$ cat config.mk
export PLATFORM = sky130hd
export DESIGN_NAME = vhst_unit
export DESIGN_NICKNAME = d
export VERILOG_FILES = /design/src/rtl/vhst_pkg.sv /design/src/rtl/vhst_decode.sv /design/src/rtl/vhst_lane_pick.sv /design/src/rtl/vhst_unit.sv
export SDC_FILE = /design/constraint.sdc
export NUM_CORES = 1
export LEC_CHECK = 0
export BUFFER_PORTS_ARGS = -buffer_cell sky130_fd_sc_hd__buf_2
export CELL_PAD_IN_SITES_DETAIL_PLACEMENT = 1
export CELL_PAD_IN_SITES_GLOBAL_PLACEMENT = 2
export CORE_ASPECT_RATIO = 0.8
export CORE_UTILIZATION = 22
export CTS_CLUSTER_SIZE = 8
export DETAILED_ROUTE_END_ITERATION = 10
export MAX_ROUTING_LAYER = met4
export PLACE_DENSITY = 0.77
export SLEW_MARGIN = 5
export SYNTH_ARGS = -nofsm -noshare
export SYNTH_HDL_FRONTEND = slang
export SYNTH_SLANG_ARGS = --single-unit
$ cat constraint.sdc
create_clock -name clk -period 3.8 [get_ports clk]
set_input_delay 0.95 -clock clk [delete_from_list [all_inputs] [get_ports clk]]
set_output_delay 0.95 -clock clk [all_outputs]
set_load 0.1 [all_outputs]
$ cat src/rtl/vhst_pkg.sv
package vhst_pkg;
  typedef enum logic [1:0] {
    ST_IDLE = 2'd0,
    ST_MEM  = 2'd1,
    ST_FIN  = 2'd2
  } vhst_state_e;

  localparam int unsigned OPC_PRIMARY = 31;
  localparam int unsigned OPC_EXT     = 167;
endpackage

$ cat src/rtl/vhst_decode.sv
module vhst_decode #(
  parameter int unsigned XLEN = 64,
  parameter int unsigned AW   = 32,
  parameter int unsigned PRIM = 31,
  parameter int unsigned EXT  = 167
) (
  input  logic [31:0]     insn,
  input  logic [XLEN-1:0] ra_val,
  input  logic [XLEN-1:0] rb_val,
  input  logic            ra_zero,
  output logic            legal,
  output logic [AW-1:0]   ea
);
  localparam logic [5:0] PRIM_C = 6'(PRIM);
  localparam logic [9:0] EXT_C  = 10'(EXT);

  logic [AW-1:0] base;
  logic [5:0]    f_prim;
  logic [9:0]    f_ext;

  assign f_prim = insn[31:26];
  assign f_ext  = insn[10:1];
  assign legal  = (f_prim == PRIM_C) && (f_ext == EXT_C);

  // Only the low AW bits of the sum are kept, so the upper bits cannot matter.
  assign base = ra_zero ? '0 : ra_val[AW-1:0];
  assign ea   = base + rb_val[AW-1:0];

  logic unused_bits;
  assign unused_bits = ^{insn[25:11], insn[0], ra_val[XLEN-1:AW], rb_val[XLEN-1:AW]};
endmodule

$ cat src/rtl/vhst_lane_pick.sv
module vhst_lane_pick #(
  parameter int unsigned AW         = 32,
  parameter int unsigned VBYTES     = 16,
  parameter int unsigned ELEM_BYTES = 2
) (
  input  logic [AW-1:0]         ea,
  input  logic [VBYTES*8-1:0]   vec,
  output logic [AW-1:0]         addr_al,
  output logic [VBYTES*8-1:0]   wdata,
  output logic [VBYTES-1:0]     be
);
  localparam int unsigned VBITS  = VBYTES * 8;
  localparam int unsigned EBITS  = ELEM_BYTES * 8;
  localparam int unsigned NLANES = VBYTES / ELEM_BYTES;
  localparam int unsigned EOFF_W = (ELEM_BYTES > 1) ? $clog2(ELEM_BYTES) : 1;
  localparam int unsigned VOFF_W = $clog2(VBYTES);
  localparam int unsigned LIDX_W = (NLANES > 1) ? $clog2(NLANES) : 1;
  localparam logic [AW-1:0] AL_MASK = ~(AW'(ELEM_BYTES) - AW'(1));

  logic [LIDX_W-1:0] lane;

  if (NLANES > 1) begin : g_multi
    if (ELEM_BYTES > 1) begin : g_wide
      assign lane = ea[VOFF_W-1:EOFF_W];
    end else begin : g_byte
      assign lane = ea[VOFF_W-1:0];
    end
  end else begin : g_single
    assign lane = '0;
  end

  assign addr_al = ea & AL_MASK;

  // Each lane drives its own slice; only the addressed lane passes data.
  for (genvar k = 0; k < NLANES; k++) begin : g_lane
    logic hit;
    assign hit = (lane == LIDX_W'(k));
    assign wdata[VBITS-1-k*EBITS -: EBITS] =
      hit ? vec[VBITS-1-k*EBITS -: EBITS] : '0;
    assign be[VBYTES-1-k*ELEM_BYTES -: ELEM_BYTES] = {ELEM_BYTES{hit}};
  end

  logic unused_ea;
  if (VOFF_W < AW) begin : g_hi
    assign unused_ea = ^ea[AW-1:VOFF_W];
  end else begin : g_nohi
    assign unused_ea = 1'b0;
  end
endmodule

$ cat src/rtl/vhst_unit.sv
module vhst_unit #(
  parameter int unsigned XLEN       = 64,
  parameter int unsigned AW         = 32,
  parameter int unsigned VBYTES     = 16,
  parameter int unsigned ELEM_BYTES = 2
) (
  input  logic                  clk,
  input  logic                  rst,
  input  logic                  iss_valid,
  output logic                  iss_ready,
  input  logic [31:0]           iss_insn,
  input  logic [AW-1:0]         iss_pc,
  input  logic [VBYTES*8-1:0]   iss_vec,
  input  logic [XLEN-1:0]       iss_ra_val,
  input  logic [XLEN-1:0]       iss_rb_val,
  input  logic                  iss_ra_zero,
  input  logic                  resv_active,
  output logic                  mem_valid,
  input  logic                  mem_ready,
  output logic [AW-1:0]         mem_addr,
  output logic [VBYTES*8-1:0]   mem_wdata,
  output logic [VBYTES-1:0]     mem_be,
  output logic                  mem_inv_valid,
  output logic [AW-1:0]         mem_inv_addr,
  output logic                  done,
  output logic                  illegal,
  output logic [AW-1:0]         next_pc
);
  import vhst_pkg::*;

  localparam int unsigned VBITS = VBYTES * 8;

  vhst_state_e state;
  logic [AW-1:0]    pc_q;
  logic             dec_legal;
  logic [AW-1:0]    dec_ea;
  logic [AW-1:0]    sel_addr;
  logic [VBITS-1:0] sel_data;
  logic [VBYTES-1:0] sel_be;

  vhst_decode #(
    .XLEN (XLEN),
    .AW   (AW),
    .PRIM (OPC_PRIMARY),
    .EXT  (OPC_EXT)
  ) u_decode (
    .insn    (iss_insn),
    .ra_val  (iss_ra_val),
    .rb_val  (iss_rb_val),
    .ra_zero (iss_ra_zero),
    .legal   (dec_legal),
    .ea      (dec_ea)
  );

  vhst_lane_pick #(
    .AW         (AW),
    .VBYTES     (VBYTES),
    .ELEM_BYTES (ELEM_BYTES)
  ) u_lane (
    .ea      (dec_ea),
    .vec     (iss_vec),
    .addr_al (sel_addr),
    .wdata   (sel_data),
    .be      (sel_be)
  );

  assign iss_ready = (state == ST_IDLE);

  always_ff @(posedge clk) begin
    if (rst) begin
      state         <= ST_IDLE;
      pc_q          <= '0;
      mem_valid     <= 1'b0;
      mem_addr      <= '0;
      mem_wdata     <= '0;
      mem_be        <= '0;
      mem_inv_valid <= 1'b0;
      mem_inv_addr  <= '0;
      done          <= 1'b0;
      illegal       <= 1'b0;
      next_pc       <= '0;
    end else begin
      case (state)
        ST_IDLE: begin
          if (iss_valid) begin
            pc_q <= iss_pc;
            if (dec_legal) begin
              state         <= ST_MEM;
              mem_valid     <= 1'b1;
              mem_addr      <= sel_addr;
              mem_wdata     <= sel_data;
              mem_be        <= sel_be;
              mem_inv_valid <= resv_active;
              mem_inv_addr  <= sel_addr;
            end else begin
              state   <= ST_FIN;
              done    <= 1'b1;
              illegal <= 1'b1;
              next_pc <= iss_pc;
            end
          end
        end
        ST_MEM: begin
          if (mem_ready) begin
            state         <= ST_FIN;
            mem_valid     <= 1'b0;
            mem_inv_valid <= 1'b0;
            done          <= 1'b1;
            next_pc       <= pc_q + AW'(4);
          end
        end
        default: begin
          state   <= ST_IDLE;
          done    <= 1'b0;
          illegal <= 1'b0;
        end
      endcase
    end
  end
endmodule

==> impl_metrics.tcl, run 1 <==
set metrics [dict create \
    leakage_nw 6.721 \
    io_buffers 488 \
    grt_pass1_vias 11765 \
    place.gp.congestion 0.8453 \
    relSlewSlack_pct 38.92 \
    num-fill-cells 6070 \
    setup_slack_ns 0.5352 \
    status "finished clean" \
    cts-resized-gates 0 \
    drtIter0Drc 403 \
    yosysWarningCount 0 \
    yosysUniqueCellTypes 67 \
    core_um2 49690 \
    use_met2_pct 27.92 \
    insertion_delay_ns 0.53 \
    ctsRootBufferMaster "clkbuf_16" \
    synth_top_area_share_pct 42.82 \
    place_ws_ns 0.04354 \
    syn_area_um2 11080 \
    yosys.area.top_type "dfxtp_1" \
    drv_slew 0 \
    die-area_um2 51270 \
    peakVddDrop_uv 253.3 \
    finalSetupTns_ns 0 \
    start_kind "input pin" \
    path_cells "buf_2, buf_4, nor2b_1, ha_1, and3_1, a221oi_1, nor3_1, a211oi_2, buf_4, o31ai_2, nand2_1, mux2_2, o22ai_1" \
    fin_worst_skew_ns 0.01342 \
    setup-violations-final 0 \
    grt_util_all_layers_pct 17.15 \
    synth_edf_count 0 \
    rows 73 \
    grt_overflow 0 \
    cts.sinks 237 \
    holdCritPathClass "reg2reg" \
    nets 2128 \
    post_drt_wl_per_cell_um 17.89 \
    dieWidth_um 252.9 \
    initial_utilization_pct 22.30 \
    crit_arrival_ns 3.71 \
    fp.dieH_um 202.7 \
    cp_slowest_cell "a221oi_1" \
    pwr-share-clk_pct 45.6 \
    pwr-share-seq_pct 40.4 \
    yosysSeqAreaShare_pct 42.82 \
    final_cell_area_um2 15140 \
    vias 11259 \
    pwr_density_cell_nw_per_um2 419.4 \
    multiInputGateArea_um2 5630 \
    area_growth_syn_to_layout_pct 36.65 \
    place_area_um2 14150 \
    postSynthCellCount 1338 \
    htree_levels 2 \
    synth-seq-cells 237 \
    ant_nets 0 \
    synthFlopType "dfxtp_1" \
    busiest_layer "met2" \
    ios 571 \
    synth_area_leaders "dfxtp_1 43%, a22oi_1 8.7%, nor2_1 7.1%" \
    cap_violations 0 \
    fmax_mhz 306.3 \
    cts_setup_buffers 0 \
    cts_tree "done" \
    switching_share_pct 28.02 \
    critPathMaxStageDelay_ns 0.43 \
    grt_max_degree 105 \
    dr.pass1.iters 4 \
    rsz0062_at_grt "no" \
    grt_pass1_wl_um 67390 \
    clkTransAtPathRegs_ns 0.05 \
    clockBufferDepth 3 \
    avgSynthCellArea_um2 8.281 \
    path_class "in2reg" \
    endpoint_kind "flip-flop" \
    power_w 0.006350 \
    globalRouteMet3Util_pct 3.718 \
    antenna_found_initial 1 \
    p_int_w 0.004570 \
    path_common_cell "buf_4" \
    power.switching_w 0.001779 \
    dp_hpwl_um 33460 \
    viasPerCell 4.584 \
    drive_gt1_share_pct 33.45 \
    finalHoldViolCount 0 \
    required_ns 4.25 \
    finalWirelength_um 43930 \
    drc 0 \
    timing.final.crit_share_pct 85.91 \
    numCtsBuffers 36 \
    tightest_slew_ns 0.9142 \
    async_reset_ff_share_pct 0 \
    pwr-share-comb_pct 13.9 \
    ff_latch_area_um2 4745 \
    groute.layer.met1.usage_pct 21.34 \
    finalWorstPathRequiredPeriod_ns 3.265 \
    cp_max_fo 9 \
    cts_hold_buf 0 \
]
[worst max-delay path, delay by kind of cell]
family | cells | cell delay, ns
fa+ha+maj | 1 | 0.37
compound gates | 4 | 0.91
buf+inv | 3 | 0.59
simple gates | 4 | 0.56
mux | 1 | 0.33
[state kept, by name, indices dropped and copies added, names as in the netlist]
| signal | flops |
|---|---|
| mem_wdata | 128 |
| next_pc | 32 |
| pc_q | 32 |
| mem_addr | 31 |
| mem_be | 8 |
| state | 2 |
| done | 1 |
| illegal | 1 |
| mem_inv_valid | 1 |
| mem_valid | 1 |
[placed cells by master, fill, tap and decap left out, drive strengths merged, types with 5 or more instances in the layout]
cell,netlist,routed
o21bai,5,5
a21o,12,12
a211oi,31,31
o211ai,11,11
nand3,18,18
dfxtp,237,237
and3,9,9
nand4,11,11
xor2,20,20
o21a,5,5
a21oi,126,126
clkbuf,76,43
nand2,161,161
o21ai,22,22
nor2b,34,34
nor3,20,20
a22oi,129,129
ha,31,31
o22ai,7,7
buf,56,525
xnor2,33,33
nor2,215,215
inv,11,13
nand2b,5,5
[worst paths after layout]
| kind | start | to | slack (ns) | cells past startpoint |
|---|---|---|---|---|
| worst max-delay path | iss_ra_zero | mem_addr[26] | 0.54 | 13 |
| worst min-delay path | pc_q[1] | pc_q[1] | 0.46 | 2 |
| worst max register to register | pc_q[2] | next_pc[26] | 1.37 | 9 |
| worst min register to register | pc_q[1] | pc_q[1] | 0.46 | 2 |
[metal layers]
| layer | up-vias | routed length [um] |
|---|---|---|
| met1 | 5385 | 19790 |
| li1 | 5496 | - |
| met2 | 312 | 20610 |
| met3 | 66 | 2531 |
| met4 | 0 | 996 |
| met5 | - | 0 |
[synth_stat cells (3+ instances only)]
master    count
a311oi_1      3
or3_1         4
nand2_1     161
a21oi_1     125
ha_1         31
a21o_2        3
clkbuf_1     76
a211oi_1     29
and3_1        9
a31oi_1       3
nand4_1      11
o21bai_1      5
nor3_1       18
nand2b_1      5
xnor2_1      33
inv_1        11
dfxtp_1     237
and4_1        3
a22oi_1     129
xor2_1       20
nor2b_1      34
nand3_1      18
buf_4        46
o22ai_1       7
o21ai_0      22
nor2_1      211
o211ai_1     11
o21a_1        5
a21o_1        9
buf_2         7
[logic make-up (layout without fill, tap and decap cells)]
family / after synthesis / after routing / synth area share, %
AO/OA/AOI/OAI: 370 / 370 / 22.23
XOR/XNOR: 53 / 53 / 4.189
adder cells (fa/ha/maj): 32 / 32 / 3.681
buffers and inverters: 143 / 583 / 6.617
flip-flops: 237 / 237 / 42.82
multiplexers: 3 / 3 / 0.2936
other: 1 / 4 / 0.03384
AND/OR/NAND/NOR: 499 / 499 / 20.13
[stage by stage]
stage	utilization, %	std cells	hold WS, ns
finish	30.47	2456	0.4609
floorplan	-	1339	0.4366
global route	30.47	2455	0.4824
global placement	28.48	2407	0.4447
detailed placement	28.48	2407	0.4544
CTS	30.46	2454	0.4615
[power groups by stage]
stage | combinational, W | sequential, W | clock (W)
finish | 0.000885 | 0.00257 | 0.00290
global route | 0.000960 | 0.00257 | 0.00311
CTS | 0.000891 | 0.00257 | 0.00301
detailed placement | 0.000887 | 0.00262 | 0
global placement | 0.000872 | 0.00261 | 0
floorplan | 0.000411 | 0.00277 | 0
[final cells by class]
cell class              instances  area share [%]
diodes                          2         0.03305
clock buffers                  43           6.189
clock inverters                 4          0.3305
inverters                      11          0.2727
multi-input cells             959           37.18
flip-flops and latches        237           31.33
well taps                     675           5.578
repair buffers                525           19.08
Power figures use the tool's default switching activity.
==> run 2: changes to the inputs <==
ABC_AREA = 1   (was default)
PLACE_DENSITY = 0.79   (was 0.77)
==> run 2 against run 1 <==
Compared with the run above: clock power increased by 2%; utilization shrank 1.1 points; critical path depth fell by 5; clock-buffer cell count is 1 lower; critical path type unchanged; largest power group unchanged; highest routed layer unchanged.
==> impl_metrics.tcl, run 2 <==
set metrics [dict create \
    status "finished clean" \
    yosys.area.top_type "dfxtp_1" \
    clkTransAtPathRegs_ns 0.05 \
    synthTopCellsByCount "454 x nand2_1, 237 x dfxtp_1, 227 x a21oi_1, 217 x nor2_1, 188 x nand3_1" \
    cap_violations 0 \
    path_class "in2reg" \
    holdCritPathClass "reg2reg" \
    drv_slew 0 \
    core_um2 55490 \
    required_ns 4.25 \
    cp_top_family "simple AND/OR/NAND/NOR gates" \
    final_common_cell "buf_2" \
    yosysUniqueCellTypes 44 \
    grt_overflow 0 \
    drc 0 \
    antenna_found_initial 2 \
    rows 77 \
    grt_pass1_wl_um 79470 \
    crit_arrival_ns 3.24 \
    ctsRootBufferMaster "clkbuf_16" \
    nets 2622 \
    grt_max_degree 137 \
    fin_worst_skew_ns 0.02307 \
    hold_ws_ns 0.4581 \
    cp_slowest_cell "nor3_4" \
    synth.most_common_cell "nand2_1" \
    rsz0062_at_grt "no" \
    reg.largest.list "mem_wdata (128), next_pc (32), pc_q (32)" \
    initial_utilization_pct 22.40 \
    synth-seq-cells 237 \
    ios 571 \
    synthFlopType "dfxtp_1" \
    critPathMaxStageDelay_ns 0.81 \
    syn_area_um2 12430 \
    drtIter0Drc 548 \
    largest_register "mem_wdata" \
    insertion_delay_ns 0.54 \
    synth_edf_count 0 \
    clockBufferDepth 3 \
    synth_top_area_share_pct 38.16 \
    final_cell_area_um2 16320 \
    synth_area_leaders "dfxtp_1 38%, nand2_1 14%, a21oi_1 9.1%" \
    place_area_um2 15310 \
    dieWidth_um 267.8 \
    fmax_mhz 358.3 \
    finalWirelength_um 52040 \
    timing.final.crit_share_pct 73.45 \
    finalWorstPathRequiredPeriod_ns 2.791 \
    grt_pass1_vias 13909 \
    async_reset_ff_share_pct 0 \
    numCtsBuffers 36 \
    path_buf_inv 3 \
    setup-violations-final 0 \
    avgSynthCellArea_um2 6.731 \
    cp_max_fo 17 \
    post_drt_wl_per_cell_um 17.22 \
    leakage_nw 7.740 \
    yosysWarningCount 0 \
    place.gp.congestion 0.8783 \
    cts_tree "done" \
    fp.dieH_um 214.6 \
    htree_levels 2 \
    dp_hpwl_um 39500 \
    grt_util_all_layers_pct 18.15 \
    ant_nets 0 \
    io_buffers 488 \
    finalSetupTns_ns 0 \
    start_kind "input pin" \
    pwr_density_cell_nw_per_um2 404.5 \
    peakVddDrop_uv 237.4 \
    drive_gt1_share_pct 25.42 \
    tightest_slew_ns 1.168 \
    path_cells "buf_2, nor2_1, fa_1, buf_4, inv_1, nor3_4, nand3_1, a21oi_1" \
    endpoint_kind "flip-flop" \
    largest_register_ffs 128 \
    cts.sinks 237 \
    finalHoldViolCount 0 \
    cts_hold_buf 0 \
    viasPerCell 4.525 \
    area_growth_syn_to_layout_pct 31.25 \
    die-area_um2 57470 \
    postSynthCellCount 1847 \
    yosysSeqAreaShare_pct 38.16 \
    cts-resized-gates 0 \
    vias 13675 \
    dr.pass1.iters 4 \
    final_cell_mix "487 x buf_2, 454 x nand2_1, 237 x dfxtp_1" \
    relSlewSlack_pct 22.11 \
    cts_setup_buffers 0 \
]
[run 2: cell types whose count changed after synthesis, moves of 27 or more]
cell	before	now
nor2b_1	34	0
a21oi_1	125	227
nand3_1	18	188
nand2_1	161	454
a22oi_1	129	2
o21ai_0	22	81
a211oi_1	29	2
inv_1	11	159
[run 2: path summary, 6_finish.rpt]
kind	startpoint	end	slack (ns)	cells past startpoint
worst min register to register	mem_wdata[33]	mem_wdata[33]	0.46	2
worst min-delay path	mem_wdata[33]	mem_wdata[33]	0.46	2
worst max register to register	state[0]	next_pc[18]	1.09	8
worst max-delay path	iss_ra_zero	mem_wdata[102]	1.01	8
[run 2: metal layers]
layer  GRT usage [%]  share of wire, %  vias up
li1                -                 -     6763
met1           22.96                46     6494
met2           28.92                47      335
met3           3.594               5.3       83
met4           5.581               2.6        0
met5               -                 0        -
[run 2: power by group]
| group | internal, W | switching, W |
|---|---|---|
| registers | 0.00254 | 0.0000455 |
| logic | 0.000307 | 0.000749 |
| clock network | 0.00179 | 0.00117 |
[run 2: metrics by stage]
step / instances / util, % / worst slack [ns] / power [W]
6_report: 3022 / 29.40 / 1.009 / 0.006601
3_3_place_gp: 2976 / 27.59 / 0.5252 / 0.003686
3_5_place_dp: 2976 / 27.59 / 0.4409 / 0.003701
2_1_floorplan: 1848 / - / 0.7879 / 0.003325
5_1_grt: 3022 / 29.40 / 0.8415 / 0.006940
4_1_cts: 3020 / 29.39 / 1.011 / 0.006721
[run 2: cells by family after synthesis]
kind of cell / share of synthesized area [%]
compound gates: 13.96
fa+ha+maj: 3.281
buf+inv: 10.84
flops: 38.16
other cells: 0.03016
xor+xnor: 2.063
simple gates: 31.66
[run 2: worst min-delay path, delay by kind of cell, from the launching register on]
kind               cells  cell delay (ns)
AOI/OAI and AO/OA      1             0.05
DFF                    1             0.30
and+or+nand+nor        1             0.06
[run 2: cell type report]
| class | instances | area [um2] |
|---|---|---|
| timing repair buffer | 510 | 2651 |
| antenna | 2 | 5.005 |
| inverter | 165 | 621.8 |
| sequential | 237 | 4745 |
| clock inverter | 2 | 25.02 |
| tap | 750 | 938.4 |
| fill | 7148 | 39180 |
| multi-input combinational | 1314 | 6355 |
| clock buffer | 42 | 975.9 |
==> run 3: changes to the inputs <==
ABC_AREA = 0   (was 1)
CORE_UTILIZATION = 24   (was 22)
PLACE_DENSITY = 0.8   (was 0.79)
clock period = 2.6 ns   (was 3.8 ns; I/O delays follow)
==> run 3 against run 2 <==
Compared with the run above: power up 41%; hold slack worse by 0.11 ns; critical path depth up 4; sequential share of layout area up 0.14 points; non-clock buffer count up 147; clock power up 36%; die area down 18%; final cell count down 17%; worst setup slack worse by 1.0 ns; register-to-register slack worse by 0.80 ns; global-route usage up 0.43 points; combinational power up 45%; critical path type unchanged.
==> impl_metrics.tcl, run 3 (synthesized netlist as in run 1, its figures left out) <==
set metrics [dict create \
    clkTransAtPathRegs_ns 0.05 \
    largest_register_ffs 128 \
    cp_slowest_cell "a311o_1" \
    grt_max_degree 136 \
    dieWidth_um 242.2 \
    drv_slew 0 \
    post_drt_wl_per_cell_um 17.48 \
    fp.dieH_um 194.2 \
    finalWorstPathRequiredPeriod_ns 2.593 \
    critPathMaxStageDelay_ns 0.36 \
    cts_tree "done" \
    hold_depth 2 \
    rows 70 \
    grt_overflow 0 \
    status "finished clean" \
    tightest_slew_ns 0.6858 \
    io_buffers 488 \
    start_kind "input pin" \
    insertion_delay_ns 0.51 \
    regToRegEndpoint "next_pc[30]" \
    initial_utilization_pct 24.28 \
    path_class "in2reg" \
    grt_pass1_wl_um 67740 \
    pwr_density_cell_nw_per_um2 573.6 \
    dp_hpwl_um 34060 \
    multiInputGateArea_um2 5812 \
    r2r_cells 10 \
    reg.largest.list "mem_wdata (128), next_pc (32), pc_q (32)" \
    area_growth_syn_to_layout_pct 46.54 \
    vias 11839 \
    critPathLaunch "iss_ra_val[4]" \
    largest_register "mem_wdata" \
    clockBufferDepth 3 \
    path_buf_inv 2 \
    finalHoldViolCount 0 \
    required_ns 3.04 \
    drive_gt1_share_pct 39.18 \
    viasPerCell 4.698 \
    ctsRootBufferMaster "clkbuf_16" \
    cts.sinks 237 \
    num-fill-cells 5504 \
    antenna_found_initial 2 \
    place.gp.congestion 0.8920 \
    finalWirelength_um 44060 \
    fin_worst_skew_ns 0.01897 \
    r2r-start "pc_q[2]" \
    peakVddDrop_uv 382.4 \
    endpoint_kind "flip-flop" \
    holdCritPathClass "in2reg" \
    cp_top_family "compound AO/OA/AOI/OAI gates" \
    setup-violations-final 0 \
    hp-start "rst" \
    grt_pass1_vias 12319 \
    fmax_mhz 385.7 \
    r2r_setup_slack_ns 0.29 \
    drc 0 \
    htree_levels 2 \
    core_um2 45630 \
    rsz0062_at_grt "yes" \
    final_common_cell "buf_2" \
    cts_hold_buf 0 \
    dr.pass1.iters 7 \
    timing.final.crit_share_pct 99.72 \
    final_cell_mix "486 x buf_2, 237 x dfxtp_1, 210 x nor2_1" \
    cap_violations 0 \
    numCtsBuffers 35 \
    fin_util_pct 35.59 \
    ios 571 \
    relSlewSlack_pct 54.28 \
    critical_path_depth 12 \
    crit_arrival_ns 3.03 \
    hold_ws_ns 0.3504 \
    grt_util_all_layers_pct 18.58 \
    crit_end "mem_addr[25]" \
    drtIter0Drc 512 \
    die-area_um2 47040 \
    cp_max_fo 4 \
    ff_latch_area_um2 4745 \
    nets 2259 \
    ant_nets 0 \
    path_cells "buf_2, nor2b_1, ha_1, a21o_1, a311o_1, a21oi_2, a32oi_2, a31o_4, o22a_4, buf_4, xnor2_1, a211oi_1" \
    leakage_nw 7.390 \
]
run 3: cell count changes in the layout (fill, tap and decap cells not counted), moves of 22 or more:
cell / delta
nand2_1: -293
nand3_1: -170
inv_1: -147
buf_4: +133
a22oi_1: +127
a21oi_1: -104
o21ai_0: -63
nor2b_1: +31
a211oi_1: +27
xnor2_1: +22
run 3: area by class of cell:
class	count	share of cell area [%]
multi-input cells	959	35.79
flip-flops and latches	237	29.22
repair buffers	657	24.29
clock buffers	37	5.502
well taps	612	4.716
inverters	11	0.2543
clock inverters	3	0.1618
diodes	4	0.06164
run 3: worst min-delay path by stage:
stage               slack (ns)            to
finish                    0.35  mem_addr[25]
global route              0.32  mem_addr[25]
CTS                       0.32  mem_addr[25]
detailed placement        0.45    next_pc[9]
global placement          0.44       pc_q[0]
floorplan                 0.44       pc_q[0]
run 3: per-layer routing:
layer | global-route usage, % | vias up | share of wire, %
li1 | - | 5753 | -
met1 | 23.25 | 5711 | 45
met2 | 30.09 | 309 | 48
met3 | 3.612 | 66 | 4.5
met4 | 5.743 | 0 | 2.5
met5 | - | - | 0
run 3: report_power, final:
part           leakage (nW)  internal (W)  switching (W)
sequential             1.92       0.00370      0.0000506
clock                 0.453       0.00241        0.00161
combinational          5.02      0.000639       0.000897
run 3: per-stage QoR:
step                      area [um2]  TNS [ns]  total power [W]  cells  setup WS, ns
after floorplan                11180    -4.332         0.004672   1339       -0.3746
after CTS                      16070         0         0.009459   2509      0.004543
after detailed placement       15120    -41.92         0.005324   2469       -0.7198
after global placement         15120    -30.22         0.005289   2469       -0.6051
after global routing           16230  -0.05135         0.009782   2518      -0.03388
final                          16240         0         0.009314   2520      0.007194
run 3: timing repair:
action,CTS,global route
pin swaps,1,14
gates resized for setup,6,21
setup endpoints to repair,10,13
hold endpoints to repair,0,0
buffers inserted,0,7
